[src/rtl/cfg_rg_pkg.sv]
// Shared types for the configuration router: route codes, request kinds,
// and the response bundle passed between the decoders and the output stage.
package cfg_rg_pkg;
    typedef enum logic [1:0] {
        RT_NONE = 2'd0,
        RT_INT  = 2'd1,
        RT_T0   = 2'd2,
        RT_T1   = 2'd3
    } route_e;

    typedef enum logic [1:0] {
        K_AUTO  = 2'd0,
        K_RSVD  = 2'd1,
        K_T0    = 2'd2,
        K_T1    = 2'd3
    } kind_e;

    typedef struct packed {
        route_e route;
        logic   retry;
        logic   error;
        logic   ones;
    } rsp_t;
endpackage

[src/rtl/cfg_local_decode.sv]
// Local-side dispatch. Chooses internal, type 0 or type 1 from the bus and
// device fields, or checks a forced cycle type against the forbidden pairs.
// Assumes: the fields are stable while the request is valid; purely combinational.
module cfg_local_decode
    import cfg_rg_pkg::*;
#(
    parameter int BUS_W = 8,
    parameter int DEV_W = 5
) (
    input  kind_e              kind,
    input  logic               write,
    input  logic [BUS_W-1:0]   bus,
    input  logic [DEV_W-1:0]   dev,
    output rsp_t               rsp
);
    logic bus_zero;
    logic dev_zero;
    assign bus_zero = (bus == '0);
    assign dev_zero = (dev == '0);

    // Select a destination, or flag the request if the combination is forbidden.
    always_comb begin
        rsp = '{route: RT_NONE, retry: 1'b0, error: 1'b0, ones: 1'b0};
        unique case (kind)
            K_AUTO: begin
                if (!bus_zero)     rsp.route = RT_T1;
                else if (dev_zero) rsp.route = RT_INT;
                else               rsp.route = RT_T0;
            end
            K_T0: begin
                if (dev_zero) rsp.error = 1'b1;
                else          rsp.route = RT_T0;
            end
            K_T1: begin
                if (bus_zero) rsp.error = 1'b1;
                else          rsp.route = RT_T1;
            end
            default: rsp.error = 1'b1;
        endcase
        rsp.ones = rsp.error & ~write;
    end
endmodule

[src/rtl/cfg_pci_screen.sv]
// PCI-side gate. Retries everything while the host enable is clear. Rejects the
// protected offset window, and rejects writes to registers that are read-only
// from PCI. Assumes: a PCI-side request always targets the bridge; combinational.
module cfg_pci_screen
    import cfg_rg_pkg::*;
#(
    parameter int                     REG_W   = 8,
    parameter logic [REG_W-1:0]       PROT_LO = 8'hF0,
    parameter logic [REG_W-1:0]       PROT_HI = 8'hFF,
    parameter int                     RO_N    = 4,
    parameter logic [RO_N*REG_W-1:0]  RO_LO   = {8'h60, 8'h2C, 8'h08, 8'h00},
    parameter logic [RO_N*REG_W-1:0]  RO_HI   = {8'h63, 8'h2F, 8'h0B, 8'h03}
) (
    input  logic               hce,
    input  logic               write,
    input  logic [REG_W-1:0]   regoff,
    output rsp_t               rsp
);
    logic [RO_N-1:0] ro_hit;

    // One range comparator per read-only span.
    for (genvar g = 0; g < RO_N; g++) begin : g_ro
        assign ro_hit[g] = (regoff >= RO_LO[g*REG_W +: REG_W]) &&
                           (regoff <= RO_HI[g*REG_W +: REG_W]);
    end

    logic in_prot;
    assign in_prot = (regoff >= PROT_LO) && (regoff <= PROT_HI);

    // Apply the gate in priority order: retry, protected window, write permission.
    always_comb begin
        rsp = '{route: RT_NONE, retry: 1'b0, error: 1'b0, ones: 1'b0};
        if (!hce)                     rsp.retry = 1'b1;
        else if (in_prot)             rsp.error = 1'b1;
        else if (write && |ro_hit)    rsp.error = 1'b1;
        else                          rsp.route = RT_INT;
        rsp.ones = rsp.error & ~write;
    end
endmodule

[src/rtl/cfg_hce_flag.sv]
// Host-configuration enable flag. Loads a new value when the update strobe is set.
// Assumes: synchronous active-low reset; the flag resets to 0.
module cfg_hce_flag (
    input  logic clk,
    input  logic rst_n,
    input  logic upd,
    input  logic val,
    output logic hce
);
    // Hold the enable bit and reload it on a qualified local write.
    always_ff @(posedge clk) begin
        if (!rst_n)   hce <= 1'b0;
        else if (upd) hce <= val;
    end
endmodule

[src/rtl/cfg_route_gate.sv]
// Configuration request router and PCI-side gate (top). Selects the local
// decode or the PCI screen by side, and registers a one-cycle response.
// Assumes: at most one request per cycle; req_func is passed through, not decoded.
module cfg_route_gate
    import cfg_rg_pkg::*;
#(
    parameter int               BUS_W     = 8,
    parameter int               DEV_W     = 5,
    parameter int               FUNC_W    = 3,
    parameter int               REG_W     = 8,
    parameter logic [REG_W-1:0] BOPT2_OFF = 8'h60
) (
    input  logic               clk,
    input  logic               rst_n,
    input  logic               req_valid,
    input  logic               req_side,
    input  logic [1:0]         req_kind,
    input  logic               req_write,
    input  logic               req_wbit0,
    input  logic [BUS_W-1:0]   req_bus,
    input  logic [DEV_W-1:0]   req_dev,
    input  logic [FUNC_W-1:0]  req_func,
    input  logic [REG_W-1:0]   req_reg,
    output logic               rsp_valid,
    output logic [1:0]         rsp_route,
    output logic               rsp_retry,
    output logic               rsp_error,
    output logic               rsp_ones
);
    localparam logic SIDE_PCI = 1'b1;

    rsp_t loc_rsp;
    rsp_t pci_rsp;
    rsp_t sel_rsp;
    rsp_t rsp_q;
    logic hce;
    logic hce_upd;
    logic unused_func;

    assign unused_func = ^req_func;

    cfg_local_decode #(.BUS_W(BUS_W), .DEV_W(DEV_W)) u_local (
        .kind  (kind_e'(req_kind)),
        .write (req_write),
        .bus   (req_bus),
        .dev   (req_dev),
        .rsp   (loc_rsp)
    );

    cfg_pci_screen #(.REG_W(REG_W)) u_screen (
        .hce    (hce),
        .write  (req_write),
        .regoff (req_reg),
        .rsp    (pci_rsp)
    );

    // The flag is reloaded only by a local write that lands on the option register.
    assign hce_upd = req_valid && (req_side != SIDE_PCI) && req_write &&
                     (loc_rsp.route == RT_INT) && (req_reg == BOPT2_OFF);

    cfg_hce_flag u_hce (
        .clk   (clk),
        .rst_n (rst_n),
        .upd   (hce_upd),
        .val   (req_wbit0),
        .hce   (hce)
    );

    // Pick the decision that belongs to the requesting side.
    always_comb begin
        sel_rsp = (req_side == SIDE_PCI) ? pci_rsp : loc_rsp;
    end

    // Register the response; idle cycles clear every flag.
    always_ff @(posedge clk) begin
        if (!rst_n) begin
            rsp_valid <= 1'b0;
            rsp_q     <= '{route: RT_NONE, retry: 1'b0, error: 1'b0, ones: 1'b0};
        end else begin
            rsp_valid <= req_valid;
            rsp_q     <= req_valid ? sel_rsp
                         : '{route: RT_NONE, retry: 1'b0, error: 1'b0, ones: 1'b0};
        end
    end

    assign rsp_route = rsp_q.route;
    assign rsp_retry = rsp_q.retry;
    assign rsp_error = rsp_q.error;
    assign rsp_ones  = rsp_q.ones;
endmodule

[config.mk]
export PLATFORM = sky130hd
export DESIGN_NAME = cfg_route_gate
export DESIGN_NICKNAME = d
export VERILOG_FILES = /design/src/rtl/cfg_rg_pkg.sv /design/src/rtl/cfg_local_decode.sv /design/src/rtl/cfg_pci_screen.sv /design/src/rtl/cfg_hce_flag.sv /design/src/rtl/cfg_route_gate.sv
export SDC_FILE = /design/constraint.sdc
export NUM_CORES = 1
export LEC_CHECK = 0
export BUFFER_PORTS_ARGS = -buffer_cell sky130_fd_sc_hd__buf_2
export CORE_UTILIZATION = 36
export CTS_BUF_LIST = sky130_fd_sc_hd__clkbuf_4 sky130_fd_sc_hd__clkbuf_8
export DETAILED_ROUTE_END_ITERATION = 10
export PLACE_DENSITY = 0.81
export SETUP_SLACK_MARGIN = 0.2
export SKIP_CTS_REPAIR_TIMING = 1
export SLEW_MARGIN = 20
export SYNTH_ARGS = -nofsm -noshare
export SYNTH_HDL_FRONTEND = slang
export SYNTH_HIERARCHICAL = 1
export SYNTH_SLANG_ARGS = --single-unit
export TNS_END_PERCENT = 50
[constraint.sdc]
create_clock -name clk -period 1.9 [get_ports clk]
set_input_delay 0.095 -clock clk [delete_from_list [all_inputs] [get_ports clk]]
set_output_delay 0.095 -clock clk [all_outputs]
set_load 0.05 [all_outputs]
==> results.toml, run 1 <==
[synth]
ys_ff_latch = 7
synth_edf_count = 0
synthDistinctLibCells = 30
ys_warn_count = 6
synth-simple-area-share = 0.356
avgSynthCellArea_um2 = 8.74
synth_nets = 90
synth_flop_cell = "dfxtp_1"
syn_area_um2 = 507
yosysSeqAreaShare = 0.277
synthCells = 58
synthArstFlopShare = 0
synth_xor_area_frac = 0
synth_top_family_by_area = "simple AND/OR/NAND/NOR gates"
muxShareOfSynthArea = 0.119
synthAdderAreaFrac = 0
synth_compound_area_frac = 0.160

[floorplan]
die_w_um = 39.5
core_um2 = 1300
initial_core_util = 0.389
die_h_um = 39.5
ios = 38
dieArea_um2 = 1560
fp-row-count = 13

[sta]
maxSlewViolCount = 0
min_period_ns = 1.78
holdWs_ns = 0.0777
clock_skew_ns = 0.00391
setup_violations = 0
hold_viol = 0
setup_slack_ns = 0.115
rsz0062_at_grt = "true"
fin_crit_sh = 0.939
max_freq_mhz = 560

[layout]
n_antenna_cell = 0
instances_no_fill = 112
drive_gt1_frac = 0.505
post-route-util = 0.570
area_delta_synth_final_pct = 46.4
layout.nets = 130

[worst_setup_path]
max_stage_delay_ns = 0.53
worstPathArrival_ns = 1.92
endpoint_kind = "flip-flop"
crit_chain = "buf_2 -> or4_4 -> o21ai_1 -> a22oi_1 -> or4_4 -> nor4_4 -> mux2i_1 -> nor2b_1"
crit_required_ns = 2.04
slowest_stage = "or4_4"
worstSetupPathType = "in2reg"
cp_max_fo = 3
cpMostUsedCell = "or4_4"
start_kind = "input port"

[clocking]
clock_sinks = 7
path_clk_slew_ns = 0.05
root_buffer = "clkbuf_4"
cts_tree = "yes"
cts_made_buffers = 3
clk_latency_ns = 0.24
clockBufferDepth = 2
ctsHtreeMaxLevel = 1

[placement]
dp_cells = 108
port_buffers = 34
post-place-ws_ns = -0.221
dpl.hpwl_um = 997
gp_congestion = 0.819

[grt]
track_usage = 0.162
overflow = 0
first_global_vias = 463
grt_max_degree = 7
grt_pass1_wl_mm = 1.70
antenna_found_initial = 0

[route]
drt-initial-drc-count = 6
num_vias = 556
first_pass_iters = 2
drc = 0
via_per_inst = 4.96
routed_wl_mm = 1.21
routedWlPerCell_um = 10.8
postRouteAntennaNets = 0

[min_path]
hp-class = "in2reg"

[outcome]
status = "completed"

[pwr]
power_density_nw_per_um2 = 543
cellLeakagePower_uw = 0.000378
vdd_ir_drop_max_mv = 0.192

[flow_run]
drv_cap = 0
-- stage by stage --
| step | total power (µW) | setup TNS [ns] | cell area (µm²) |
|---|---|---|---|
| 6_report | 403 | 0 | 742 |
| 4_1_cts | 404 | 0 | 729 |
| 3_5_place_dp | 259 | -0.221 | 699 |
| 5_1_grt | 421 | 0 | 742 |
| 2_1_floorplan | 214 | 0 | 507 |
| 3_3_place_gp | 255 | -0.0651 | 699 |
-- sequential cells by signal, indices dropped and copies added, names as in the netlist --
signal     flops
rsp_route      2
rsp_retry      1
rsp_error      1
rsp_valid      1
rsp_ones       1
u_hce/hce      1
-- routing by layer --
metal  routed length (µm)  share of wire  vias up  GRT usage
met5                    0              0        -          0
met4                    0              0        0      0.129
met3                   61          0.050        0    0.00568
met2                  682           0.56       25      0.311
met1                  469           0.39      243      0.156
li1                     -              -      288          -
-- power breakdown --
group,total (µW),switching (µW),internal [µW]
clock,145,50.6,94.1
combinational,106,58.0,47.5
sequential,153,0.904,152
-- placed cells by master, fill, tap and decap left out, drive strengths merged --
master	netlist	final
buf	3	38
nor2	9	9
dfxtp	7	7
mux2i	6	6
clkbuf	0	4
or4	3	3
inv	3	3
nor3	3	3
nand2	2	2
nor2b	2	2
conb	2	2
nor4	2	2
or4b	1	1
nand3b	1	1
o21ai	1	1
and3b	1	1
o21bai	1	1
a22oi	1	1
o211a	1	1
a31oi	1	1
a211o	1	1
a21o	1	1
nand4	1	1
o221a	1	1
or3b	1	1
nor4bb	1	1
a221o	1	1
o21a	1	1
-- cells in the mapped netlist (2+ instances only) --
cell     n  area, µm²
dfxtp_1  7        140
or4_4    2       22.5
nor4_2   2       25.0
inv_1    3       11.3
conb_1   2       7.51
mux2i_1  6       60.1
nand2_1  2       7.51
buf_4    2       15.0
nor2_1   9       33.8
nor2b_1  2       12.5
nor3_1   2       10.0
-- critical path: cells and delay by family --
family | cells | cell delay, ns
buf+inv | 1 | 0.10
mux | 1 | 0.21
compound gates | 2 | 0.29
simple gates | 4 | 1.24
-- final cells by class --
| type | count | area, µm² |
|---|---|---|
| clock buffers | 4 | 30.0 |
| inverters | 3 | 11.3 |
| well taps | 15 | 18.8 |
| repair buffers | 38 | 200 |
| fillers | 134 | 559 |
| multi-input cells | 45 | 342 |
| flip-flops and latches | 7 | 140 |
-- final timing paths --
path	endpoint	slack, ns	cells after the start	from
setup / recovery	u_hce/hce	0.12	8	req_bus[1]
hold / removal	u_hce/hce	0.08	2	rst_n
setup reg to reg	rsp_ones	0.95	4	u_hce/hce
hold reg to reg	u_hce/hce	0.55	2	u_hce/hce
-- kinds of logic after synthesis --
| kind of cell | after synthesis |
|---|---|
| AO/OA/AOI/OAI | 10 |
| buffers and inverters | 6 |
| flip-flops | 7 |
| multiplexers | 6 |
| other | 2 |
| AND/OR/NAND/NOR | 27 |
Note: power is estimated with default switching activity, not from simulation.
==> run 2, diff against run 1 <==
- CORE_AREA: default -> 2 2 39 41
- CORE_UTILIZATION: 36 -> default
- DIE_AREA: default -> 0 0 41 43
- PLACE_DENSITY: 0.81 -> 0.82
- clock period: 1.9 -> 1.7 ns (I/O delays scaled with it)
==> run 2 against run 1 <==
Utilization shrank 2.5 points. Clock power is 13% higher. Cell count up 1.8%. Clock skew decreased by 0.0031 ns. Non-clock buffer count increased by 1.
==> results.toml, run 2 (synthesized netlist as in run 1, its figures left out) <==
[pwr]
power_density_nw_per_um2 = 601
p_sw_uw = 124
clkPwrFrac = 0.360
combPwrFrac = 0.263
cellLeakagePower_uw = 0.000385
pwr-share-seq = 0.377
intPower_uw = 330
p_sw_frac = 0.273
vdd_ir_drop_max_mv = 0.175

[sta]
min_period_ns = 1.69
fin_crit_sh = 0.991
holdWs_ns = 0.0777
clock_skew_ns = 0.000802
setup_violations = 0
max_freq_mhz = 593
maxSlewViolCount = 0
hold_viol = 0
rsz0062_at_grt = "true"

[layout]
drive_gt1_frac = 0.520
fin_area_um2 = 754
final_common_cell = "buf_2"
final_cell_mix = "buf_2, nor2_1, dfxtp_1"
area_delta_synth_final_pct = 48.9
largest_reg_flops = 2
n_antenna_cell = 0
nFillCells = 131
layout.nets = 131

[worst_setup_path]
max_stage_delay_ns = 0.54
start_kind = "input port"
crit_chain = "buf_2 -> or4_4 -> o21ai_2 -> a22oi_1 -> or4_4 -> nor4_4 -> mux2i_1 -> nor2b_1"
crit_buf_inv = 1
crit_required_ns = 1.84
worstSetupPathType = "in2reg"
rr_endpoint = "rsp_ones"
worstPathArrival_ns = 1.83
slowest_stage = "or4_4"
r2r_start = "u_hce/hce"
endpoint_kind = "flip-flop"
worst-r2r-cell-count = 4
r2r_slack_ns = 0.75
crit_family = "simple AND/OR/NAND/NOR gates"
cpMostUsedCell = "or4_4"
cp_max_fo = 3

[floorplan]
ios = 38
die_w_um = 41
core_um2 = 1380
initial_core_util = 0.366
dieArea_um2 = 1760
fp-row-count = 14
die_h_um = 43

[clocking]
root_buffer = "clkbuf_4"
clk_latency_ns = 0.25
cts_tree = "yes"
cts_made_buffers = 3
clock_sinks = 7
ctsHtreeMaxLevel = 1
clockBufferDepth = 2
path_clk_slew_ns = 0.05

[min_path]
hp-class = "in2reg"
worstHoldPathCells = 2
holdPathEnd = "u_hce/hce"
min_from = "rst_n"

[placement]
dpl_cell_area_um2 = 708
dpl.hpwl_um = 979
port_buffers = 34
gp_congestion = 0.799

[grt]
grt_pass1_wl_mm = 2.00
track_usage = 0.159
first_global_vias = 524
antenna_found_initial = 0
overflow = 0
grt_max_degree = 7

[route]
drc = 0
first_pass_iters = 2
drt-initial-drc-count = 15
routedWlPerCell_um = 10.2
routed_wl_mm = 1.17
num_vias = 571
postRouteAntennaNets = 0
via_per_inst = 5.01

[flow_run]
drv_cap = 0

[outcome]
status = "completed"
==> run 2: how the worst max path moves through the flow <==
| stage | startpoint | slack [ns] | depth (start not counted) | to |
|---|---|---|---|---|
| after detailed placement | req_bus[1] | -0.29 | 8 | u_hce/hce |
| after global routing | req_bus[7] | -0.11 | 8 | u_hce/hce |
| after floorplan | req_bus[1] | -0.09 | 7 | u_hce/hce |
| after global placement | req_bus[1] | -0.25 | 8 | u_hce/hce |
| after CTS | req_bus[1] | -0.01 | 8 | u_hce/hce |
| final | req_bus[1] | 0.01 | 8 | u_hce/hce |
==> run 2: routing by layer <==
metal | vias to the layer above | wire length (µm) | track usage
li1 | 292 | - | -
met3 | 4 | 79 | 0.0157
met1 | 253 | 474 | 0.188
met5 | - | 0 | 0
met2 | 22 | 587 | 0.256
met4 | 0 | 25 | 0.100
==> run 2: cell type report <==
cell class                      count  area, µm²  share of cell area
Sequential cell                     7        140               0.186
Multi-Input combinational cell     45        345               0.458
Tap cell                           16       20.0              0.0265
Clock buffer                        4       30.0              0.0398
Timing Repair Buffer               39        208               0.275
Inverter                            3       11.3              0.0149
==> run 2: through the flow <==
step	worst slack, ns	power, µW	TNS (ns)	std cells	utilization
floorplan	-0.0898	239	-0.0898	58	-
global placement	-0.248	288	-0.248	110	0.512
detailed placement	-0.291	290	-0.291	110	0.512
CTS	-0.0149	458	-0.0149	114	0.533
global route	-0.108	481	-0.108	114	0.545
finish	0.0148	454	0	114	0.545
==> run 2: power groups by stage <==
| stage | clock network [µW] | logic (µW) | registers, µW |
|---|---|---|---|
| global route | 179 | 131 | 171 |
| global placement | 0 | 114 | 174 |
| detailed placement | 0 | 116 | 174 |
| floorplan | 0 | 46.0 | 193 |
| finish | 164 | 119 | 171 |
| CTS | 171 | 117 | 171 |
